==> src/rtl/uart_pkg.sv <==
// Package: shared register indices and field positions of the serial port.
// Assumes word-aligned accesses; the index is the byte address divided by 4.
package uart_pkg;
    typedef enum logic [2:0] {
        IDX_TXDATA = 3'd0,
        IDX_RXDATA = 3'd1,
        IDX_TXCTRL = 3'd2,
        IDX_RXCTRL = 3'd3,
        IDX_IE     = 3'd4,
        IDX_IP     = 3'd5,
        IDX_DIV    = 3'd6
    } reg_idx_e;

    localparam int STAT_BIT = 31;
    localparam int WM_LSB   = 16;
    localparam int WM_W     = 3;
    localparam int FRAME_W  = 10;
endpackage

==> src/rtl/uart_fifo.sv <==
// Module: synchronous first-in first-out queue with occupancy count.
// Assumes push is ignored when full and pop is ignored when empty;
// the head entry is presented combinationally on rd_data.
module uart_fifo #(
    parameter int W     = 8,
    parameter int DEPTH = 8,
    localparam int AW   = (DEPTH > 1) ? $clog2(DEPTH) : 1,
    localparam int CW   = $clog2(DEPTH + 1)
) (
    input  logic          clk,
    input  logic          rst_n,
    input  logic          push_i,
    input  logic [W-1:0]  wr_data,
    input  logic          pop_i,
    output logic [W-1:0]  rd_data,
    output logic [CW-1:0] count_o,
    output logic          full_o,
    output logic          empty_o
);
    logic [W-1:0]  mem [DEPTH];
    logic [AW-1:0] wr_ptr, rd_ptr;
    logic [CW-1:0] count;
    logic          do_push, do_pop;

    assign full_o  = (count == CW'(DEPTH));
    assign empty_o = (count == '0);
    assign do_push = push_i && !full_o;
    assign do_pop  = pop_i && !empty_o;
    assign rd_data = mem[rd_ptr];
    assign count_o = count;

    // Storage write at the tail pointer.
    always_ff @(posedge clk) begin
        if (do_push) mem[wr_ptr] <= wr_data;
    end

    // Pointer and occupancy bookkeeping.
    always_ff @(posedge clk) begin
        if (!rst_n) begin
            wr_ptr <= '0;
            rd_ptr <= '0;
            count  <= '0;
        end else begin
            if (do_push) wr_ptr <= (wr_ptr == AW'(DEPTH - 1)) ? '0 : wr_ptr + 1'b1;
            if (do_pop)  rd_ptr <= (rd_ptr == AW'(DEPTH - 1)) ? '0 : rd_ptr + 1'b1;
            case ({do_push, do_pop})
                2'b10:   count <= count + 1'b1;
                2'b01:   count <= count - 1'b1;
                default: count <= count;
            endcase
        end
    end

    // a push into a full queue with no pop leaves occupancy unchanged
    a_r2_full_drop: assert property (@(posedge clk) disable iff (!rst_n)
        (full_o && push_i && !pop_i) |=> $stable(count_o));
    // popping an empty queue without a push keeps it empty
    a_r3_empty_hold: assert property (@(posedge clk) disable iff (!rst_n)
        (empty_o && pop_i && !push_i) |=> empty_o);
    // occupancy never exceeds the depth
    a_r10_no_overflow: assert property (@(posedge clk) disable iff (!rst_n)
        count_o <= CW'(DEPTH));
endmodule

==> src/rtl/uart_tx.sv <==
// Module: transmit shifter. Pops one byte per frame from the queue and
// sends start, eight data bits LSB first and stop, each div_i+1 clocks.
// Assumes div_i is steady while a frame is in flight.
module uart_tx #(
    parameter int DIV_W = 16
) (
    input  logic             clk,
    input  logic             rst_n,
    input  logic             en_i,
    input  logic [DIV_W-1:0] div_i,
    input  logic             empty_i,
    input  logic [7:0]       data_i,
    output logic             pop_o,
    output logic             txd_o
);
    import uart_pkg::*;
    localparam int BCW = $clog2(FRAME_W + 1);

    logic               busy;
    logic [FRAME_W-1:0] shreg;
    logic [BCW-1:0]     bits_left;
    logic [DIV_W-1:0]   cnt;

    assign pop_o = !busy && en_i && !empty_i;
    assign txd_o = busy ? shreg[0] : 1'b1;

    // Frame sequencer: load on start, shift once per bit period.
    always_ff @(posedge clk) begin
        if (!rst_n) begin
            busy      <= 1'b0;
            shreg     <= '1;
            bits_left <= '0;
            cnt       <= '0;
        end else if (pop_o) begin
            busy      <= 1'b1;
            shreg     <= {1'b1, data_i, 1'b0};
            bits_left <= BCW'(FRAME_W);
            cnt       <= '0;
        end else if (busy) begin
            if (cnt == div_i) begin
                cnt       <= '0;
                shreg     <= {1'b1, shreg[FRAME_W-1:1]};
                bits_left <= bits_left - 1'b1;
                if (bits_left == BCW'(1)) busy <= 1'b0;
            end else begin
                cnt <= cnt + 1'b1;
            end
        end
    end

    // an idle, disabled transmitter stays idle
    a_r5_hold_when_off: assert property (@(posedge clk) disable iff (!rst_n)
        (!busy && !en_i) |=> (!busy && txd_o));
endmodule

==> src/rtl/uart_rx.sv <==
// Module: receive sampler. Synchronises the line, checks the start bit at
// its middle, samples eight data bits and the stop bit one period apart.
// Assumes div_i is steady while a frame is in flight.
module uart_rx #(
    parameter int DIV_W = 16
) (
    input  logic             clk,
    input  logic             rst_n,
    input  logic             en_i,
    input  logic [DIV_W-1:0] div_i,
    input  logic             rxd_i,
    output logic             push_o,
    output logic [7:0]       data_o
);
    typedef enum logic [2:0] {R_IDLE, R_START, R_DATA, R_STOP, R_WAIT} rx_st_e;

    rx_st_e           st;
    logic [1:0]       sync;
    logic             line;
    logic [DIV_W-1:0] cnt;
    logic [DIV_W-1:0] half;
    logic [2:0]       bitn;
    logic [7:0]       shreg;

    assign line   = sync[1];
    assign half   = div_i >> 1;
    assign data_o = shreg;

    // Two-flop synchroniser on the asynchronous line.
    always_ff @(posedge clk) begin
        if (!rst_n) sync <= 2'b11;
        else        sync <= {sync[0], rxd_i};
    end

    // Frame state machine with middle-of-bit sampling.
    always_ff @(posedge clk) begin
        if (!rst_n) begin
            st     <= R_IDLE;
            cnt    <= '0;
            bitn   <= '0;
            shreg  <= '0;
            push_o <= 1'b0;
        end else begin
            push_o <= 1'b0;
            case (st)
                R_IDLE: begin
                    if (en_i && !line) begin
                        bitn <= '0;
                        if (half == '0) begin
                            st  <= R_DATA;
                            cnt <= '0;
                        end else begin
                            st  <= R_START;
                            cnt <= DIV_W'(1);
                        end
                    end
                end
                R_START: begin
                    if (cnt == half) begin
                        cnt <= '0;
                        st  <= line ? R_IDLE : R_DATA;
                    end else begin
                        cnt <= cnt + 1'b1;
                    end
                end
                R_DATA: begin
                    if (cnt == div_i) begin
                        cnt   <= '0;
                        shreg <= {line, shreg[7:1]};
                        bitn  <= bitn + 1'b1;
                        if (bitn == 3'd7) st <= R_STOP;
                    end else begin
                        cnt <= cnt + 1'b1;
                    end
                end
                R_STOP: begin
                    if (cnt == div_i) begin
                        cnt <= '0;
                        if (line) begin
                            push_o <= 1'b1;
                            st     <= R_IDLE;
                        end else begin
                            st <= R_WAIT;
                        end
                    end else begin
                        cnt <= cnt + 1'b1;
                    end
                end
                R_WAIT: begin
                    if (line) st <= R_IDLE;
                end
                default: st <= R_IDLE;
            endcase
        end
    end

    // a byte is only queued after a high stop-bit sample
    a_r7_push_needs_stop: assert property (@(posedge clk) disable iff (!rst_n)
        push_o |-> $past(line));
endmodule

==> src/rtl/mmio_uart.sv <==
// Module: top of the register-mapped serial port. Decodes the 32-bit
// register bus, holds the control state, connects the two queues to the
// shifter and the sampler, and forms pending bits and the interrupt.
// Assumes single-cycle accesses; read data is combinational from bus_addr.
module mmio_uart #(
    parameter int DEPTH = 8,
    parameter int DIV_W = 16,
    localparam int CW   = $clog2(DEPTH + 1)
) (
    input  logic        clk,
    input  logic        rst_n,
    input  logic        bus_sel,
    input  logic        bus_wr,
    input  logic [4:0]  bus_addr,
    input  logic [31:0] bus_wdata,
    output logic [31:0] bus_rdata,
    output logic        ser_tx,
    input  logic        ser_rx,
    output logic        irq
);
    import uart_pkg::*;

    reg_idx_e         idx;
    logic             wr_stb, rd_stb;
    logic             tx_en, rx_en;
    logic [WM_W-1:0]  tx_wm, rx_wm;
    logic [1:0]       ie_q, ip;
    logic [DIV_W-1:0] div_q;

    logic             tq_push, tq_pop, tq_full, tq_empty;
    logic [7:0]       tq_head;
    logic [CW-1:0]    tq_cnt;
    logic             rq_push, rq_pop, rq_full, rq_empty;
    logic [7:0]       rq_head, rx_byte;
    logic [CW-1:0]    rq_cnt;
    logic             unused_bits;

    assign idx         = reg_idx_e'(bus_addr[4:2]);
    assign wr_stb      = bus_sel && bus_wr;
    assign rd_stb      = bus_sel && !bus_wr;
    assign tq_push     = wr_stb && (idx == IDX_TXDATA);
    assign rq_pop      = rd_stb && (idx == IDX_RXDATA);
    assign unused_bits = ^{bus_addr[1:0], bus_wdata, rq_full};

    // Control register writes.
    always_ff @(posedge clk) begin
        if (!rst_n) begin
            tx_en <= 1'b0;
            rx_en <= 1'b0;
            tx_wm <= '0;
            rx_wm <= '0;
            ie_q  <= '0;
            div_q <= '0;
        end else if (wr_stb) begin
            case (idx)
                IDX_TXCTRL: begin
                    tx_en <= bus_wdata[0];
                    tx_wm <= bus_wdata[WM_LSB +: WM_W];
                end
                IDX_RXCTRL: begin
                    rx_en <= bus_wdata[0];
                    rx_wm <= bus_wdata[WM_LSB +: WM_W];
                end
                IDX_IE:  ie_q  <= bus_wdata[1:0];
                IDX_DIV: div_q <= bus_wdata[DIV_W-1:0];
                default: ;
            endcase
        end
    end

    // Watermark pending flags and interrupt combine.
    always_comb begin
        ip[0] = (tq_cnt < CW'(tx_wm));
        ip[1] = (rq_cnt > CW'(rx_wm));
        irq   = |(ip & ie_q);
    end

    // Read data multiplexer.
    always_comb begin
        bus_rdata = '0;
        case (idx)
            IDX_TXDATA: bus_rdata[STAT_BIT] = tq_full;
            IDX_RXDATA: begin
                bus_rdata[STAT_BIT] = rq_empty;
                if (!rq_empty) bus_rdata[7:0] = rq_head;
            end
            IDX_TXCTRL: begin
                bus_rdata[0]               = tx_en;
                bus_rdata[WM_LSB +: WM_W]  = tx_wm;
            end
            IDX_RXCTRL: begin
                bus_rdata[0]               = rx_en;
                bus_rdata[WM_LSB +: WM_W]  = rx_wm;
            end
            IDX_IE:  bus_rdata[1:0] = ie_q;
            IDX_IP:  bus_rdata[1:0] = ip;
            IDX_DIV: bus_rdata[DIV_W-1:0] = div_q;
            default: bus_rdata = '0;
        endcase
    end

    uart_fifo #(.W(8), .DEPTH(DEPTH)) tx_q_i (
        .clk(clk), .rst_n(rst_n),
        .push_i(tq_push), .wr_data(bus_wdata[7:0]),
        .pop_i(tq_pop), .rd_data(tq_head),
        .count_o(tq_cnt), .full_o(tq_full), .empty_o(tq_empty)
    );

    uart_fifo #(.W(8), .DEPTH(DEPTH)) rx_q_i (
        .clk(clk), .rst_n(rst_n),
        .push_i(rq_push), .wr_data(rx_byte),
        .pop_i(rq_pop), .rd_data(rq_head),
        .count_o(rq_cnt), .full_o(rq_full), .empty_o(rq_empty)
    );

    uart_tx #(.DIV_W(DIV_W)) tx_i (
        .clk(clk), .rst_n(rst_n),
        .en_i(tx_en), .div_i(div_q),
        .empty_i(tq_empty), .data_i(tq_head),
        .pop_o(tq_pop), .txd_o(ser_tx)
    );

    uart_rx #(.DIV_W(DIV_W)) rx_i (
        .clk(clk), .rst_n(rst_n),
        .en_i(rx_en), .div_i(div_q), .rxd_i(ser_rx),
        .push_o(rq_push), .data_o(rx_byte)
    );

    // a zero enable mask keeps the interrupt low
    a_r9_irq_masked: assert property (@(posedge clk) disable iff (!rst_n)
        (ie_q == 2'b00) |-> !irq);
    // an empty receive queue never raises the receive watermark flag
    a_r8_rx_wm_empty: assert property (@(posedge clk) disable iff (!rst_n)
        (rq_cnt == '0) |-> !ip[1]);
endmodule

==> config.mk <==
export PLATFORM = sky130hd
export DESIGN_NAME = mmio_uart
export DESIGN_NICKNAME = d
export VERILOG_FILES = /design/src/rtl/uart_pkg.sv /design/src/rtl/uart_fifo.sv /design/src/rtl/uart_tx.sv /design/src/rtl/uart_rx.sv /design/src/rtl/mmio_uart.sv
export SDC_FILE = /design/constraint.sdc
export NUM_CORES = 1
export LEC_CHECK = 0
export ABC_AREA = 1
export BUFFER_PORTS_ARGS = -buffer_cell sky130_fd_sc_hd__buf_4
export CELL_PAD_IN_SITES_DETAIL_PLACEMENT = 0
export CELL_PAD_IN_SITES_GLOBAL_PLACEMENT = 1
export CORE_MARGIN = 3
export CORE_UTILIZATION = 50
export DETAILED_ROUTE_END_ITERATION = 16
export PLACE_DENSITY = 0.81
export SLEW_MARGIN = 0
export SYNTH_ARGS = -nofsm -noshare
export SYNTH_HDL_FRONTEND = slang
export SYNTH_SLANG_ARGS = --single-unit
==> constraint.sdc <==
create_clock -name clk -period 3.9 [get_ports clk]
set_input_delay 0.78 -clock clk [delete_from_list [all_inputs] [get_ports clk]]
set_output_delay 0.78 -clock clk [all_outputs]
set_load 0.01 [all_outputs]
### Yosys cells after proc, flatten, opt, wreduce, memory -nomap -nowiden

Memories as Yosys holds them, arrays and structs flattened. A register that Yosys moved wholly into a read port is not among the register bits.
Index checks and enable logic that the tools add are counted.

* flip-flop bits (word level): 109
* RAM bits: 128
* input port bits: 42
* output and inout bits: 34
* word-level logic and storage cells: 167
* memories: 2

* $add $sub $neg: 12
* order comparisons: 2
* equal/unequal tests: 31
* muxes and demuxes: 52
* bitwise gates (word level): 2
* reduce and logical (&&, ||, !) cells: 43

Memories
* rx_q_i.mem: depth 8, bits a word 8, rd ports 1, clocked after Yosys merged registers in 1, write ports 1, line uart_fifo.sv:20 `logic [W-1:0] mem [DEPTH];`
* tx_q_i.mem: depth 8, bits a word 8, rd ports 1, clocked after Yosys merged registers in 1, write ports 1, line uart_fifo.sv:20

Operators by type and width (count)
* 2-to-1 mux 16 bit: 4
* 2-to-1 mux 3 bit: 17
* one-hot mux 16 bit (3 select lines): 1
* adder 16 x 1 -> 16 bit, second input constant: 2
* equality test 16 bit: 2
* equality test 3 bit, second input constant: 9
* 2-to-1 mux 9 bit: 3
* equality test 16 x 15 -> 1 bit: 1
* zero test 16 bit: 1
* 2-to-1 mux 8 bit: 2
* one-hot mux 4 bit (2 select lines): 2
* AND reduction 2 bit: 8
* adder 3 x 1 -> 3 bit, second input constant: 5
* one-hot mux 3 bit (5 select lines): 1
* equality test 3 x 2 -> 1 bit, second input constant: 4
* 2-to-1 mux 4 bit: 3
* inequality test 2 x 1 -> 1 bit, second input constant: 6
* one-hot mux 3 bit (2 select lines): 2
* one-hot mux 6 bit (2 select lines): 1
* subtractor 4 x 1 -> 4 bit, second input constant: 3
* logical AND 1 bit: 11
* 2-to-1 mux 1 bit: 11
* nonzero test 2 bit: 5
* adder 4 x 1 -> 4 bit, second input constant: 2
* 20 further kinds: 36

### Logic depth before layout (Yosys ltp)

Gate-level depths: netlist (run 1).

* depth after elaboration: 6
* depth in mapped cells: 14
* mapped depth without buffers: 14

### By module

From an unflattened synthesis (run 1), not the netlist that was laid out.

* cells, all modules: 1449
* area, all modules: 11976.5 µm²

By module, submodules not included
* uart_fifo at rx_q_i: instances 1, cells an instance 273, area an instance 3209.3 µm², sequential area each 2182.1 µm²
* uart_fifo at tx_q_i: instances 1, cells an instance 272, area an instance 3204.3 µm², sequential area each 2182.1 µm²
* uart_rx: instances 1, cells an instance 403, area an instance 2287.2 µm², sequential area each 660.6 µm²
* uart_tx: instances 1, cells an instance 272, area an instance 1775.5 µm², sequential area each 600.6 µm²
* mmio_uart: instances 1, cells an instance 229, area an instance 1500.2 µm², sequential area each 520.5 µm²

### Worst setup path before layout (run 1)

No wires, ideal clock.

* path type: input to register
* start: in bus_addr[2]
* end: mem tx_q_i.mem[0][0], enable pin
* library setup time: 383 ps
* data arrival time: 2198 ps
* data required time: 3517 ps
* slack: 1319 ps
* stages on the path: 4
* path buffers: 0
* cell sequence: nor2_1 nand4_1 or2_2 nor3_1

* cells in the longest elaborated chain, start to end: 5

Ends and longest elaborated chain
* from (decl): line mmio_uart.sv:14 `input logic [4:0] bus_addr,`
* zero test 3 bit: line mmio_uart.sv:41 `assign tq_push = wr_stb && (idx == IDX_TXDATA);`
* logical AND 1 bit: line mmio_uart.sv:41
* logical AND 1 bit: line uart_fifo.sv:27 `assign do_push = push_i && !full_o;`
* 2-to-1 mux 1 bit: line uart_fifo.sv:34 `if (do_push) mem[wr_ptr] <= wr_data;`
* 2-to-1 mux 1 bit (not written as such): line uart_fifo.sv:34
* to (decl): line uart_fifo.sv:20

No other way between the ends.

==> qor.yml, run 1 <==
status:
  outcome: "finished clean"
critical_path:
  worstSetupStartpointType: "flop"
  path_cells: "o21ai_0 > o32ai_1 > o21ai_0 > o22ai_1 > buf_4"
  cp.arrival_ns: 2.45
  path_class: "flop to output port"
  slowest_stage: "dfxtp_1"
  r2r_start: "tx_i.busy"
  crit_path_end_kind: "output port"
  critPathMaxStageDelay_ns: 0.98
  crit_fanout: 30
  cpMostUsedCell: "o21ai_0"
  crit_required_ns: 3.12
global_routing:
  gr-total-overflow: 0
  grt_max_degree: 42
  grt.total_usage: 0.2208
  grt_pass1_wl_um: 43860
  antenna_found_initial: 0
  grt_pass1_vias: 8455
synthesis:
  syn_inst: 1335
  ys_seq_area_frac: 0.5334
  async_flop_share: 0
  synth_cell_types: 50
  ys_ff_latch: 243
  synth.cell_area_um2: 11520
  synthFlopType: "edfxtp_1"
  yosysWarnings: 0
  avgSynthCellArea_um2: 8.631
  synth-edff-count: 128
placement:
  gp_congestion: 0.8224
  dp_slack_ns: 1.010
  io_buffers: 48
  dpl.hpwl_um: 18640
final_layout:
  nFillCells: 1998
  nets: 1453
  n_antenna_cell: 0
  area.sequential_um2: 6146
  synthToLayoutAreaGrowth_pct: 13.26
  multi_input_area_um2: 4619
  drive_above_1_share: 0.1116
timing:
  tns_ns: 0
  finalHoldViolCount: 0
  fin_skew_ns: 0.01053
  postLayoutSetupSlackWorst_ns: 0.6688
  fin_crit_sh: 0.8285
  max_freq_ghz: 0.3095
  final-max-slew-violation-count: 0
  tightestPinTransition_ns: 1.004
  slew_headroom: 0.3298
  finalCriticalPeriod_ns: 3.231
  setup_viol: 0
  rsz0062_at_grt: "no"
clocking:
  cts_resized: 0
  htree_levels: 1
  path_clk_slew_ns: 0.06
  clock-root-buffer: "clkbuf_16"
  cts_buffers: 27
  cts_buffer_depth: 3
  cts_sinks: 243
  clock_latency_ns: 0.52
  cts_tree: "built"
  cts_hold_buf: 0
  cts_setup_buffers: 0
die:
  core_area_um2: 22230
  core.rowCount: 54
  die_h_um: 157.8
  die_w_um: 157.8
  fp.dieArea_um2: 24900
  start_util: 0.5183
  io_pins: 76
route:
  wl_per_cell_um: 16.26
  firstDrtPassIters: 5
  num_vias: 8944
  wl_um: 27440
  drtIter0Drc: 541
  detail-route-antenna-nets: 0
  drcViolationCount: 0
  viasPerCell: 5.302
run:
  drv_cap: 0
pwr:
  powerDensity_nw_per_um2: 485.0
  p_leak_uw: 0.005269
  ir_worst_vdd_uv: 437.9
hold_path:
  hp-start: "rx_i.sync[0]"
  worstHoldPathType: "flop to flop"
path summary, 6_finish.rpt:
kind | end | slack (ns) | cells after the start
setup / recovery | bus_rdata[7] | 0.67 | 5
hold / removal | rx_i.sync[1] | 0.41 | 1
setup reg to reg | tx_q_i.count_o[2] | 1.23 | 12
hold reg to reg | rx_i.sync[1] | 0.41 | 1
cells by family after synthesis:
group / synth area share
AOI/OAI and AO/OA: 0.1218
DFF: 0.5334
adders and majority gates: 0.02606
other: 0.0003255
xor gates and xnor gates: 0.02432
muxes: 0.006950
buffers and inverters: 0.06928
and+or+nand+nor: 0.2178
registers in the layout, indices dropped and copies added (netlist names), 8 cells and up, named ones only:
signal       cells
tx_q_i.mem      64
tx_i.cnt        16
div_q           16
rx_q_i.mem      64
tx_i.shreg       9
rx_i.data_o      8
rx_i.cnt        16
layout by cell type (no fill, tap or decap), types with 5 or more instances in the layout:
master       n
ha_1        24
inv_2       17
nand4_1     27
nand3_1     65
or2_2       12
nor2_2       7
conb_1      12
dfxtp_1    115
o211ai_1    14
a21oi_1     72
o32ai_1      5
clkbuf_16   27
o21ai_0    123
nor2_1     189
clkinv_1     5
bufinv_16    5
mux2i_1      8
nand2_1    244
buf_4       63
nor3_1      22
edfxtp_1   128
inv_1      125
o22ai_1     14
xor2_1      31
metrics by stage:
step / hold WS [ns] / cell area [um^2] / util / instances / power, uW
floorplan: 0.3925 / 11560 / - / 1346 / 3553
global placement: 0.3999 / 12130 / 0.5455 / 1638 / 3752
detailed placement: 0.3988 / 12130 / 0.5455 / 1638 / 3759
CTS: 0.4130 / 13050 / 0.5871 / 1687 / 6380
global route: 0.4271 / 13050 / 0.5871 / 1687 / 6617
finish: 0.4128 / 13050 / 0.5871 / 1687 / 6329
layer usage:
metal / track usage / vias up / wire, um
met5: 0 / - / 0
met4: 0.05661 / 0 / 548
met3: 0.02624 / 42 / 1237
met2: 0.3796 / 192 / 13230
met1: 0.2986 / 4130 / 12420
li1: - / 4580 / -
worst max-delay path, delay by kind of cell (launching register included):
kind	cells	cell delay [ns]
AOI/OAI and AO/OA	4	0.77
buffers and inverters	1	0.18
DFF	1	0.98
area by class of cell:
class | instances | area share
Sequential cell | 243 | 0.4709
Multi-Input combinational cell | 909 | 0.3540
Clock buffer | 32 | 0.05398
Inverter | 143 | 0.04113
Timing Repair Buffer | 63 | 0.03624
Tap cell | 280 | 0.02685
Clock inverter | 17 | 0.01687
synth_stat cells (17+ instances only):
library cell	count	share of area
xor2_1	31	0.024
o21ai_0	123	0.053
nor2_1	189	0.062
clkbuf_1	24	0.0078
nor3_1	22	0.0096
inv_1	125	0.041
a21oi_1	72	0.031
inv_2	17	0.0055
nand4_1	27	0.015
nand2_1	244	0.079
ha_1	24	0.026
dfxtp_1	115	0.20
nand3_1	65	0.028
edfxtp_1	128	0.33
power by group:
group	leakage (uW)	switching, uW	internal, uW	total (uW)
logic	0.00273	565	250	815
registers	0.00210	89.3	2800	2890
clock network	0.000444	1010	1620	2630
total	0.00527	1660	4670	6330
No activity file was read; power rests on OpenSTA's default activity.
==> inputs of run 2 (changes only) <==
--- a/config.mk
+++ b/config.mk
@@ -10,9 +10,9 @@
 export CELL_PAD_IN_SITES_DETAIL_PLACEMENT = 0
 export CELL_PAD_IN_SITES_GLOBAL_PLACEMENT = 1
 export CORE_MARGIN = 3
-export CORE_UTILIZATION = 50
+export CORE_UTILIZATION = 46
 export DETAILED_ROUTE_END_ITERATION = 16
-export PLACE_DENSITY = 0.81
+export PLACE_DENSITY = 0.75
 export SLEW_MARGIN = 0
 export SYNTH_ARGS = -nofsm -noshare
 export SYNTH_HDL_FRONTEND = slang
==> constraint.sdc (replaced) <==
create_clock -name clk -period 3.3 [get_ports clk]
set_input_delay 0.66 -clock clk [delete_from_list [all_inputs] [get_ports clk]]
set_output_delay 0.66 -clock clk [all_outputs]
set_load 0.01 [all_outputs]
==> run 2 against run 1 <==
Effect of this change:
- die area is 8.4% higher
- power increased by 15%
- via count fell by 0.32%
- clock power grew 11%
- worst hold slack worse by 0.077 ns
- cell count up 3.1%
- sequential cell count stayed put
- critical path type unchanged
- critical endpoint is now bus_rdata[4]
- largest cell class unchanged
==> qor.yml, run 2 (same netlist as run 1, synthesis figures left out) <==
pwr:
  p_leak_uw: 0.005277
  ir_worst_vdd_uv: 460.8
  powerDensity_nw_per_um2: 555.8
final_layout:
  nets: 1461
  area.sequential_um2: 6146
  multi_input_area_um2: 4619
  n_antenna_cell: 0
  nFillCells: 2314
  drive_above_1_share: 0.1180
  synthToLayoutAreaGrowth_pct: 13.73
  mostFrequentLayoutCell: "nand2_1"
  fin_area_um2: 13100
  largestRegisters: "rx_q_i.mem x64, tx_q_i.mem x64"
  layout.cells.most_common_list: "244 x nand2_1, 189 x nor2_1, 128 x edfxtp_1, 125 x inv_1, 123 x o21ai_0"
  fin_util: 0.5357
  fin_cells: 1739
run:
  drv_cap: 0
global_routing:
  grt_pass1_wl_um: 44050
  gr-total-overflow: 0
  grt_pass1_vias: 8209
  grt.total_usage: 0.2055
  grt_max_degree: 42
  antenna_found_initial: 0
timing:
  slew_headroom: 0.2811
  finalCriticalPeriod_ns: 2.841
  tns_ns: 0
  timing.hold.ws_ns: 0.3361
  fin_skew_ns: 0.01659
  final-max-slew-violation-count: 0
  fin_crit_sh: 0.8610
  setup_viol: 0
  rsz0062_at_grt: "no"
  tightestPinTransition_ns: 1.077
  finalHoldViolCount: 0
  max_freq_ghz: 0.3519
critical_path:
  crit_fanout: 19
  worstSetupStartpointType: "flop"
  reg2reg_slack_ns: 1.01
  crit_path_end_kind: "output port"
  crit_required_ns: 2.64
  cp.arrival_ns: 2.18
  path_class: "flop to output port"
clocking:
  cts_tree: "built"
  clock_latency_ns: 0.53
  cts_sinks: 243
  cts_buffers: 27
  htree_levels: 1
  clock-root-buffer: "clkbuf_16"
  cts_hold_buf: 0
  path_clk_slew_ns: 0.06
  cts_buffer_depth: 3
  cts_setup_buffers: 0
  cts_resized: 0
die:
  core_area_um2: 24460
  start_util: 0.4710
  die_w_um: 164.3
  fp.dieArea_um2: 26980
  core.rowCount: 57
  io_pins: 76
  die_h_um: 164.3
route:
  viasPerCell: 5.127
  drtIter0Drc: 585
  num_vias: 8915
  wl_per_cell_um: 15.94
  wl_um: 27720
  detail-route-antenna-nets: 0
  drcViolationCount: 0
  firstDrtPassIters: 5
placement:
  placed_cells: 1690
  gp_congestion: 0.8281
  dpl.hpwl_um: 19430
  io_buffers: 48
  dpl_cell_area_um2: 12240
hold_path:
  worstHoldPathType: "input pin to flop"
status:
  outcome: "finished clean"
[run 2: cell count changes in the layout (fill, tap and decap cells not counted), sizes merged]
cell	before	now
buf	63	71
bufinv	5	2
clkbuf	32	35
clkinv	9	7
clkinvlp	3	5
[run 2: path summary, 6_finish.rpt]
check,from,end,cells after the start
hold / removal,ser_rx,rx_i.sync[0],2
hold reg to reg,rx_i.sync[0],rx_i.sync[1],1
setup / recovery,flop,bus_rdata[4],6
setup reg to reg,rx_q_i.count_o[1],rx_q_i.count_o[2],12
[run 2: area by class of cell]
cell class / instances / area share
Sequential cell: 243 / 0.4690
Multi-Input combinational cell: 909 / 0.3525
Clock buffer: 35 / 0.05538
Inverter: 143 / 0.04096
Timing Repair Buffer: 71 / 0.04068
Tap cell: 324 / 0.03094
Clock inverter: 14 / 0.01050
[run 2: metal layers]
metal  vias to the layer above  track usage  routed length, um
met5                         -            0                  0
met4                         0      0.04344                541
met3                        37      0.02522                989
met2                       141       0.3437              13060
met1                      4149       0.2878              13130
li1                       4588            -                  -
[run 2: critical path, cell delays in order (launching register included)]
cell	delay (ns)
dfxtp_1	0.59
buf_4	0.31
o21ai_0	0.12
o22ai_1	0.23
nor2_1	0.07
o22ai_1	0.17
buf_4	0.16
[run 2: stage by stage]
stage                     power (uW)  worst slack (ns)
after global routing            7610            0.2153
after detailed placement        4446            0.5491
final                           7283            0.4586
after CTS                       7345            0.3906
after global placement          4436            0.5177
after floorplan                 4199            0.8391
[run 2: report_power, final]
part           internal [uW]  switching, uW  leakage (uW)
Sequential              3310            106       0.00210
Clock                   1710           1190      0.000411
Combinational            296            671       0.00277
Total                   5310           1970       0.00528
